### src/rtl/bfly_pkg.sv
package bfly_pkg;
  typedef enum logic [1:0] {
    MODE_GROW = 2'b00,
    MODE_HALF = 2'b01,
    MODE_CLIP = 2'b10,
    MODE_ALT  = 2'b11
  } bfly_mode_e;

  localparam int NCOMP = 4;  // sum re/im, difference re/im
endpackage

### src/rtl/bfly_addsub.sv
module bfly_addsub
  import bfly_pkg::*;
#(
  parameter int W = 16
) (
  input  logic                     clk,
  input  logic                     rst_n,
  input  logic [1:0]               mode,
  input  logic                     in_vld,
  input  logic                     in_sof,
  input  logic                     in_eof,
  input  logic [W-1:0]             a_re,
  input  logic [W-1:0]             a_im,
  input  logic [W-1:0]             b_re,
  input  logic [W-1:0]             b_im,
  output logic                     s1_vld,
  output logic                     s1_sof,
  output logic                     s1_eof,
  output bfly_mode_e               s1_mode,
  output logic [NCOMP-1:0][W:0]    s1_full
);
  function automatic logic [W:0] widen(input logic [W-1:0] v);
    return {v[W-1], v};
  endfunction

  logic [NCOMP-1:0][W:0] full_c;

  always_comb begin
    full_c[0] = widen(a_re) + widen(b_re);
    full_c[1] = widen(a_im) + widen(b_im);
    full_c[2] = widen(a_re) - widen(b_re);
    full_c[3] = widen(a_im) - widen(b_im);
  end

  always_ff @(posedge clk) begin
    if (!rst_n) begin
      s1_vld  <= 1'b0;
      s1_sof  <= 1'b0;
      s1_eof  <= 1'b0;
      s1_mode <= MODE_GROW;
      s1_full <= '0;
    end else begin
      s1_vld  <= in_vld;
      s1_sof  <= in_sof & in_vld;
      s1_eof  <= in_eof & in_vld;
      s1_mode <= bfly_mode_e'(mode);
      s1_full <= full_c;
    end
  end

  // adding two operands of equal sign never flips the sign of the full sum
  p_grow_sign_r2: assert property (@(posedge clk) disable iff (!rst_n)
    (s1_vld && $past(a_re[W-1]) == $past(b_re[W-1])) |-> s1_full[0][W] == $past(a_re[W-1]));
endmodule

### src/rtl/bfly_scale.sv
module bfly_scale
  import bfly_pkg::*;
#(
  parameter int W = 16
) (
  input  bfly_mode_e  mode,
  input  logic [W:0]  full,
  output logic [W:0]  res,
  output logic        clamp
);
  localparam logic signed [W+1:0] HI = {3'b000, {(W-1){1'b1}}};
  localparam logic signed [W+1:0] LO = {3'b111, {(W-1){1'b0}}};

  function automatic logic signed [W+1:0] half_up(input logic [W:0] x);
    logic [W+1:0] t;
    t = {x[W], x} + {{(W+1){1'b0}}, 1'b1};
    return $signed(t) >>> 1;
  endfunction

  function automatic logic [W-1:0] clip_w(input logic signed [W+1:0] v);
    if (v > HI) return HI[W-1:0];
    else if (v < LO) return LO[W-1:0];
    else return v[W-1:0];
  endfunction

  logic signed [W+1:0] wide;
  logic                narrow;
  logic                out_of_range;
  logic [W-1:0]        clipped;

  always_comb begin
    wide         = (mode == MODE_HALF) ? half_up(full) : $signed({full[W], full});
    narrow       = (mode == MODE_HALF) || (mode == MODE_CLIP);
    out_of_range = (wide > HI) || (wide < LO);
    clamp        = narrow && out_of_range;
    clipped      = clip_w(wide);
    res          = narrow ? {clipped[W-1], clipped} : full;
  end

  always_comb begin
    // a clamped component sits exactly on one of the two rails
    p_clamp_rail_r5: assert (!clamp || res == {HI[W-1], HI[W-1:0]} || res == {LO[W-1], LO[W-1:0]});
    // narrow modes yield a value representable in W bits
    p_narrow_fit_r3: assert (!narrow || res[W] == res[W-1]);
  end
endmodule

### src/rtl/bfly_frame_stat.sv
module bfly_frame_stat
  import bfly_pkg::*;
#(
  parameter int CW = 16
) (
  input  logic              clk,
  input  logic              rst_n,
  input  logic              beat_vld,
  input  logic              beat_sof,
  input  logic              beat_eof,
  input  logic [NCOMP-1:0]  beat_clamp,
  input  logic              beat_half,
  output logic [CW-1:0]     sat_cnt,
  output logic              scaled
);
  localparam int NW = $clog2(NCOMP + 1);

  logic [CW-1:0] run_cnt;
  logic          run_scl;
  logic [NW-1:0] n_clamp;
  logic [CW-1:0] base_cnt;
  logic [CW:0]   sum_cnt;
  logic [CW-1:0] next_cnt;
  logic          next_scl;

  always_comb begin
    n_clamp = '0;
    for (int i = 0; i < NCOMP; i++) n_clamp = n_clamp + NW'(beat_clamp[i]);
    base_cnt = beat_sof ? '0 : run_cnt;
    sum_cnt  = {1'b0, base_cnt} + (CW+1)'(n_clamp);
    next_cnt = sum_cnt[CW] ? '1 : sum_cnt[CW-1:0];
    next_scl = (beat_sof ? 1'b0 : run_scl) | beat_half;
  end

  always_ff @(posedge clk) begin
    if (!rst_n) begin
      run_cnt <= '0;
      run_scl <= 1'b0;
      sat_cnt <= '0;
      scaled  <= 1'b0;
    end else if (beat_vld) begin
      run_cnt <= next_cnt;
      run_scl <= next_scl;
      if (beat_eof) begin
        sat_cnt <= next_cnt;
        scaled  <= next_scl;
      end
    end
  end

  // status only moves on an end-of-frame beat
  p_status_hold_r7: assert property (@(posedge clk) disable iff (!rst_n)
    !(beat_vld && beat_eof) |=> $stable(sat_cnt) && $stable(scaled));
  // a halved end-of-frame beat always reports scaling
  p_scaled_set_r8: assert property (@(posedge clk) disable iff (!rst_n)
    (beat_vld && beat_eof && beat_half) |=> scaled);
  // a clean single-beat frame reports zero clamps
  p_sof_clear_r7: assert property (@(posedge clk) disable iff (!rst_n)
    (beat_vld && beat_sof && beat_eof && beat_clamp == '0) |=> sat_cnt == '0);
endmodule

### src/rtl/bfly_stage.sv
module bfly_stage
  import bfly_pkg::*;
#(
  parameter int W  = 16,
  parameter int CW = 16
) (
  input  logic          clk,
  input  logic          rst_n,
  input  logic [1:0]    mode,
  input  logic          in_vld,
  input  logic          in_sof,
  input  logic          in_eof,
  input  logic [W-1:0]  a_re,
  input  logic [W-1:0]  a_im,
  input  logic [W-1:0]  b_re,
  input  logic [W-1:0]  b_im,
  output logic          out_vld,
  output logic          out_sof,
  output logic          out_eof,
  output logic [W:0]    sum_re,
  output logic [W:0]    sum_im,
  output logic [W:0]    dif_re,
  output logic [W:0]    dif_im,
  output logic [CW-1:0] sat_cnt,
  output logic          scaled
);
  logic                   s1_vld, s1_sof, s1_eof;
  bfly_mode_e             s1_mode;
  logic [NCOMP-1:0][W:0]  s1_full;
  logic [NCOMP-1:0][W:0]  scaled_c;
  logic [NCOMP-1:0]       clamp_c;
  logic [NCOMP-1:0][W:0]  s2_data;
  bfly_mode_e             s2_mode;
  logic [1:0]             warm;

  bfly_addsub #(.W(W)) i_addsub (
    .clk(clk), .rst_n(rst_n), .mode(mode),
    .in_vld(in_vld), .in_sof(in_sof), .in_eof(in_eof),
    .a_re(a_re), .a_im(a_im), .b_re(b_re), .b_im(b_im),
    .s1_vld(s1_vld), .s1_sof(s1_sof), .s1_eof(s1_eof),
    .s1_mode(s1_mode), .s1_full(s1_full)
  );

  for (genvar g = 0; g < NCOMP; g++) begin : g_scale
    bfly_scale #(.W(W)) i_scale (
      .mode(s1_mode), .full(s1_full[g]),
      .res(scaled_c[g]), .clamp(clamp_c[g])
    );
  end

  always_ff @(posedge clk) begin
    if (!rst_n) begin
      out_vld <= 1'b0;
      out_sof <= 1'b0;
      out_eof <= 1'b0;
      s2_data <= '0;
      s2_mode <= MODE_GROW;
    end else begin
      out_vld <= s1_vld;
      out_sof <= s1_sof;
      out_eof <= s1_eof;
      s2_data <= scaled_c;
      s2_mode <= s1_mode;
    end
  end

  assign sum_re = s2_data[0];
  assign sum_im = s2_data[1];
  assign dif_re = s2_data[2];
  assign dif_im = s2_data[3];

  bfly_frame_stat #(.CW(CW)) i_stat (
    .clk(clk), .rst_n(rst_n),
    .beat_vld(s1_vld), .beat_sof(s1_sof), .beat_eof(s1_eof),
    .beat_clamp(s1_vld ? clamp_c : '0),
    .beat_half(s1_vld && s1_mode == MODE_HALF),
    .sat_cnt(sat_cnt), .scaled(scaled)
  );

  always_ff @(posedge clk) begin
    if (!rst_n) warm <= 2'd0;
    else if (warm != 2'd2) warm <= warm + 2'd1;
  end

  // valid and frame flags emerge two cycles after entry
  p_latency_r1: assert property (@(posedge clk) disable iff (!rst_n)
    (warm == 2'd2) |-> (out_vld == $past(in_vld, 2)) &&
                       (out_sof == $past(in_sof && in_vld, 2)) &&
                       (out_eof == $past(in_eof && in_vld, 2)));
  // narrow modes never drive a word needing the growth bit
  p_narrow_out_r5: assert property (@(posedge clk) disable iff (!rst_n)
    (out_vld && (s2_mode == MODE_HALF || s2_mode == MODE_CLIP)) |->
      (sum_re[W] == sum_re[W-1]) && (sum_im[W] == sum_im[W-1]) &&
      (dif_re[W] == dif_re[W-1]) && (dif_im[W] == dif_im[W-1]));
  // frame flags only appear on valid results
  p_flag_vld_r1: assert property (@(posedge clk) disable iff (!rst_n)
    (out_sof || out_eof) |-> out_vld);
endmodule

### config.mk
export PLATFORM = sky130hd
export DESIGN_NAME = bfly_stage
export DESIGN_NICKNAME = d
export VERILOG_FILES = /design/src/rtl/bfly_pkg.sv /design/src/rtl/bfly_addsub.sv /design/src/rtl/bfly_scale.sv /design/src/rtl/bfly_frame_stat.sv /design/src/rtl/bfly_stage.sv
export SDC_FILE = /design/constraint.sdc
export NUM_CORES = 1
export LEC_CHECK = 0
export BUFFER_PORTS_ARGS = -buffer_cell sky130_fd_sc_hd__buf_2
export CORE_MARGIN = 3
export CORE_UTILIZATION = 58
export CTS_CLUSTER_SIZE = 30
export DETAILED_ROUTE_END_ITERATION = 8
export MAX_ROUTING_LAYER = met4
export PLACE_DENSITY = 0.92
export SYNTH_ARGS = -nofsm -noshare
export SYNTH_HDL_FRONTEND = slang
export SYNTH_SLANG_ARGS = --single-unit
### constraint.sdc
create_clock -name clk -period 9.4 [get_ports clk]
set_clock_uncertainty 0.05 [all_clocks]
set_input_delay 1.41 -clock clk [delete_from_list [all_inputs] [get_ports clk]]
set_output_delay 1.41 -clock clk [all_outputs]
set_load 0.02 [all_outputs]
==> flow_summary.json <==
{
  "netlist_instances": 1471,
  "hold_path_class": "flip-flop to flip-flop",
  "path_clk_slew_ns": 0.07,
  "detailed_place_hpwl_um": 21400,
  "final_core_util_pct": 66.8,
  "final_cell_count_no_fill": 1833,
  "library_cell_with_the_highest_instance_count_after_synthesis": "sky130_fd_sc_hd__a21oi_1",
  "power-per-cell-area_nw_per_um2": 176,
  "timing.reg2reg.setup_slack_ns": 2.68,
  "synth_flop_cell": "sky130_fd_sc_hd__dfxtp_1",
  "nFillCells": 1594,
  "synth_fp_nets": 1622,
  "worst_r2r_endpoint": "i_stat.sat_cnt[4]",
  "cp_slowest_cell": "sky130_fd_sc_hd__o31ai_2",
  "slew_violations": 0,
  "postPlaceCellArea_um2": 12000,
  "io-pin-count": 159,
  "fp.dieArea_um2": 21100,
  "detailroute.via_count": 11200,
  "cp_cell_sequence": "inv_1, ha_2, buf_4, inv_1, o31ai_2, xnor2_1, and2_1, ha_1, inv_1, fa_1, inv_1, ha_1, fa_1, a21oi_1, or4_4, nor3_4, a21oi_1, a211oi_1",
  "whs_endpoint": "out_eof",
  "cts_hold_repair.buffers": 0,
  "via_per_inst": 6.13,
  "cell_type_with_the_highest_aggregate_area_in_the_netlist": "sky130_fd_sc_hd__dfxtp_1",
  "worst_r2r_path_depth": 18,
  "synth-warning-count": 0,
  "synth_sequential_area_ratio_pct": 31.4,
  "die_w_um": 145,
  "postRouteAntennaNets": 0,
  "period_share_pct": 71.5,
  "synth_enable_flop_cells": 0,
  "cts_root_buf": "sky130_fd_sc_hd__clkbuf_16",
  "port_buffers": 158,
  "rsz0062_at_grt": "false",
  "p_leak_nw": 5.41,
  "stdcell_area_um2": 12600,
  "clock_sink_count": 176,
  "clk-insertion-delay-late_ns": 0.44,
  "num-nets-final": 1711,
  "worst-setup-path-type": "flip-flop to flip-flop",
  "min_from": "i_addsub.s1_eof",
  "setup_tns_ns": 0,
  "syn_avg_cell_area_um2": 7.63,
  "synth.cells.most_frequent": "sky130_fd_sc_hd__a21oi_1, sky130_fd_sc_hd__nor2_1, sky130_fd_sc_hd__dfxtp_1",
  "slew_at_the_pin_with_the_worst_max_slew_slack_ns": 1.15,
  "grt_use_total_pct": 28.3,
  "timing.hold.worst_path_depth": 1,
  "worst_vdd_rail_ir_drop_mv": 0.120,
  "critPathMaxStageDelay_ns": 1.06,
  "hold_viol_final": 0,
  "worstPathArrival_ns": 7.00,
  "drv_cap": 0,
  "wirelength_um": 30500,
  "ctsResizeCount": 0,
  "grt_antenna_before_repair": 0,
  "global_route.overflow_total": 0,
  "finalSetupViolations": 0,
  "first_pass_iters": 7,
  "antenna_cells_inserted": 0,
  "grt_start_max_net_pins": 108,
  "run_status": "complete, no violations",
  "synth_top_cell_area_share_pct": 31.4,
  "fmax_mhz": 149,
  "place_congestion": 0.937,
  "startpoint_type": "flip-flop",
  "post-place-cells": 1801,
  "crit_path_max_fanout": 107,
  "h-tree-depth": 4,
  "route.detailed.wl_per_inst_um": 16.6,
  "core_region_area_um2": 18900,
  "finalWorstPathRequiredPeriod_ns": 6.72,
  "cts_inserted_buffers": 17,
  "synth_cell_type_count": 78,
  "dieHeight_um": 145,
  "synth-async-reset-ratio_pct": 0,
  "cts_post_setup_buffers_inserted": 0,
  "cts_tree": "built",
  "area_growth_syn_to_layout_pct": 12.4,
  "max-slew-margin-rel_pct": 23.5,
  "num_rows": 50,
  "synth.ff_latch_count": 176,
  "detail_route.iter0.violations": 1333,
  "critical_path_required_ns": 9.68,
  "end_kind": "flip-flop",
  "share_of_post_route_cells_with_drive_strength_above_1_pct": 15.1,
  "via_count_of_the_first_global_routing_pass": 10100,
  "design_power_total_mw": 2.22,
  "drc_errors": 0,
  "synthTopCellsByArea": "sky130_fd_sc_hd__dfxtp_1, sky130_fd_sc_hd__ha_1, sky130_fd_sc_hd__a21oi_1, sky130_fd_sc_hd__o21ai_0, sky130_fd_sc_hd__nor2_1",
  "syn-cell-area_um2": 11200,
  "regToRegStartpoint": "i_addsub.s1_mode[1]",
  "grt_first_pass_wirelength_um": 49100,
  "timing.critical_path.mode_cell": "sky130_fd_sc_hd__inv_1",
  "cts_buffer_depth": 2,
  "initial_utilization_pct": 59.4
}
-- cell type report --
| class | count | area [um^2] | area share, % |
|---|---|---|---|
| Timing Repair Buffer | 167 | 858 | 6.80 |
| Multi-Input combinational cell | 1120 | 7010 | 55.5 |
| Inverter | 78 | 293 | 2.32 |
| Clock buffer | 19 | 443 | 3.51 |
| Clock inverter | 13 | 176 | 1.40 |
| Sequential cell | 176 | 3520 | 27.9 |
| Tap cell | 260 | 325 | 2.58 |
-- state kept, by name, summed over array words and instances (netlist names), 2 cells and up --
| register | cells |
|---|---|
| i_addsub.s1_full | 66 |
| dif_im | 17 |
| dif_re | 17 |
| sum_im | 17 |
| sum_re | 17 |
| i_stat.run_cnt | 16 |
| i_stat.sat_cnt | 16 |
| i_addsub.s1_mode | 2 |
-- metal layers --
layer | wire, um | part of all wire, % | GRT usage [%]
met1 | 13100 | 43 | 36.9
met3 | 2690 | 8.8 | 5.06
met5 | 0 | 0 | -
met4 | 1040 | 3.4 | 11.1
met2 | 13700 | 45 | 44.0
-- placed cells by master, fill, tap and decap left out, types with 10 or more instances in the layout --
cell                        instances
sky130_fd_sc_hd__clkbuf_16         17
sky130_fd_sc_hd__a21oi_1          184
sky130_fd_sc_hd__xor2_1            19
sky130_fd_sc_hd__mux2i_1           15
sky130_fd_sc_hd__nand2_1           99
sky130_fd_sc_hd__o211ai_1          16
sky130_fd_sc_hd__ha_1              73
sky130_fd_sc_hd__nand4_1           10
sky130_fd_sc_hd__and2_1            15
sky130_fd_sc_hd__buf_2            158
sky130_fd_sc_hd__o21ai_0          141
sky130_fd_sc_hd__nand2b_1          15
sky130_fd_sc_hd__and3_1            12
sky130_fd_sc_hd__nor3_1            30
sky130_fd_sc_hd__or3_1             10
sky130_fd_sc_hd__dfxtp_1          176
sky130_fd_sc_hd__nor2b_1           20
sky130_fd_sc_hd__inv_1             76
sky130_fd_sc_hd__a211oi_1          25
sky130_fd_sc_hd__a21o_1            12
sky130_fd_sc_hd__o22ai_1           11
sky130_fd_sc_hd__nor2_1           181
sky130_fd_sc_hd__xnor2_1           48
sky130_fd_sc_hd__nand3_1           30
-- worst max-delay path by stage --
| stage | to | slack, ns | cells past startpoint | from |
|---|---|---|---|---|
| 3_5_place_dp | i_stat.run_cnt[2] | 2.89 | 18 | i_addsub.s1_mode[1] |
| 6_report | i_stat.sat_cnt[4] | 2.68 | 18 | i_addsub.s1_mode[1] |
| 5_1_grt | i_stat.run_cnt[2] | 2.27 | 18 | i_addsub.s1_mode[1] |
| 2_1_floorplan | i_stat.run_cnt[11] | 4.84 | 20 | i_addsub.s1_full[17] |
| 3_3_place_gp | i_stat.run_cnt[2] | 3.10 | 18 | i_addsub.s1_mode[1] |
| 4_1_cts | i_stat.run_cnt[2] | 2.82 | 18 | i_addsub.s1_mode[1] |
-- worst max-delay path: cells and delay by family, from the launching register on --
| kind | cells | cell delay (ns) |
|---|---|---|
| XOR/XNOR | 1 | 0.23 |
| buffers and inverters | 5 | 1.64 |
| flip-flops | 1 | 0.30 |
| adder cells (fa/ha/maj) | 5 | 1.26 |
| AO/OA/AOI/OAI | 4 | 1.66 |
| AND/OR/NAND/NOR | 3 | 1.44 |
-- cells by family after synthesis --
group	count (synthesis)	share of synthesized area [%]
AOI/OAI and AO/OA	491	26.6
xor gates and xnor gates	67	5.23
adders and majority gates	83	9.58
buffers and inverters	175	6.25
DFF	176	31.4
muxes	15	1.34
and+or+nand+nor	464	19.6
-- report_power, final --
| part | switching (mW) | internal, mW | total, mW |
|---|---|---|---|
| logic | 0.356 | 0.213 | 0.568 |
| clock network | 0.317 | 0.431 | 0.749 |
| registers | 0.0747 | 0.825 | 0.900 |
-- metrics by stage --
| stage | hold slack [ns] | setup WS (ns) |
|---|---|---|
| 2_1_floorplan | 0.372 | 4.84 |
| 3_3_place_gp | 0.396 | 3.10 |
| 3_5_place_dp | 0.411 | 2.89 |
| 4_1_cts | 0.430 | 2.82 |
| 5_1_grt | 0.465 | 2.27 |
| 6_report | 0.435 | 2.68 |
Power figures use the tool's default switching activity.
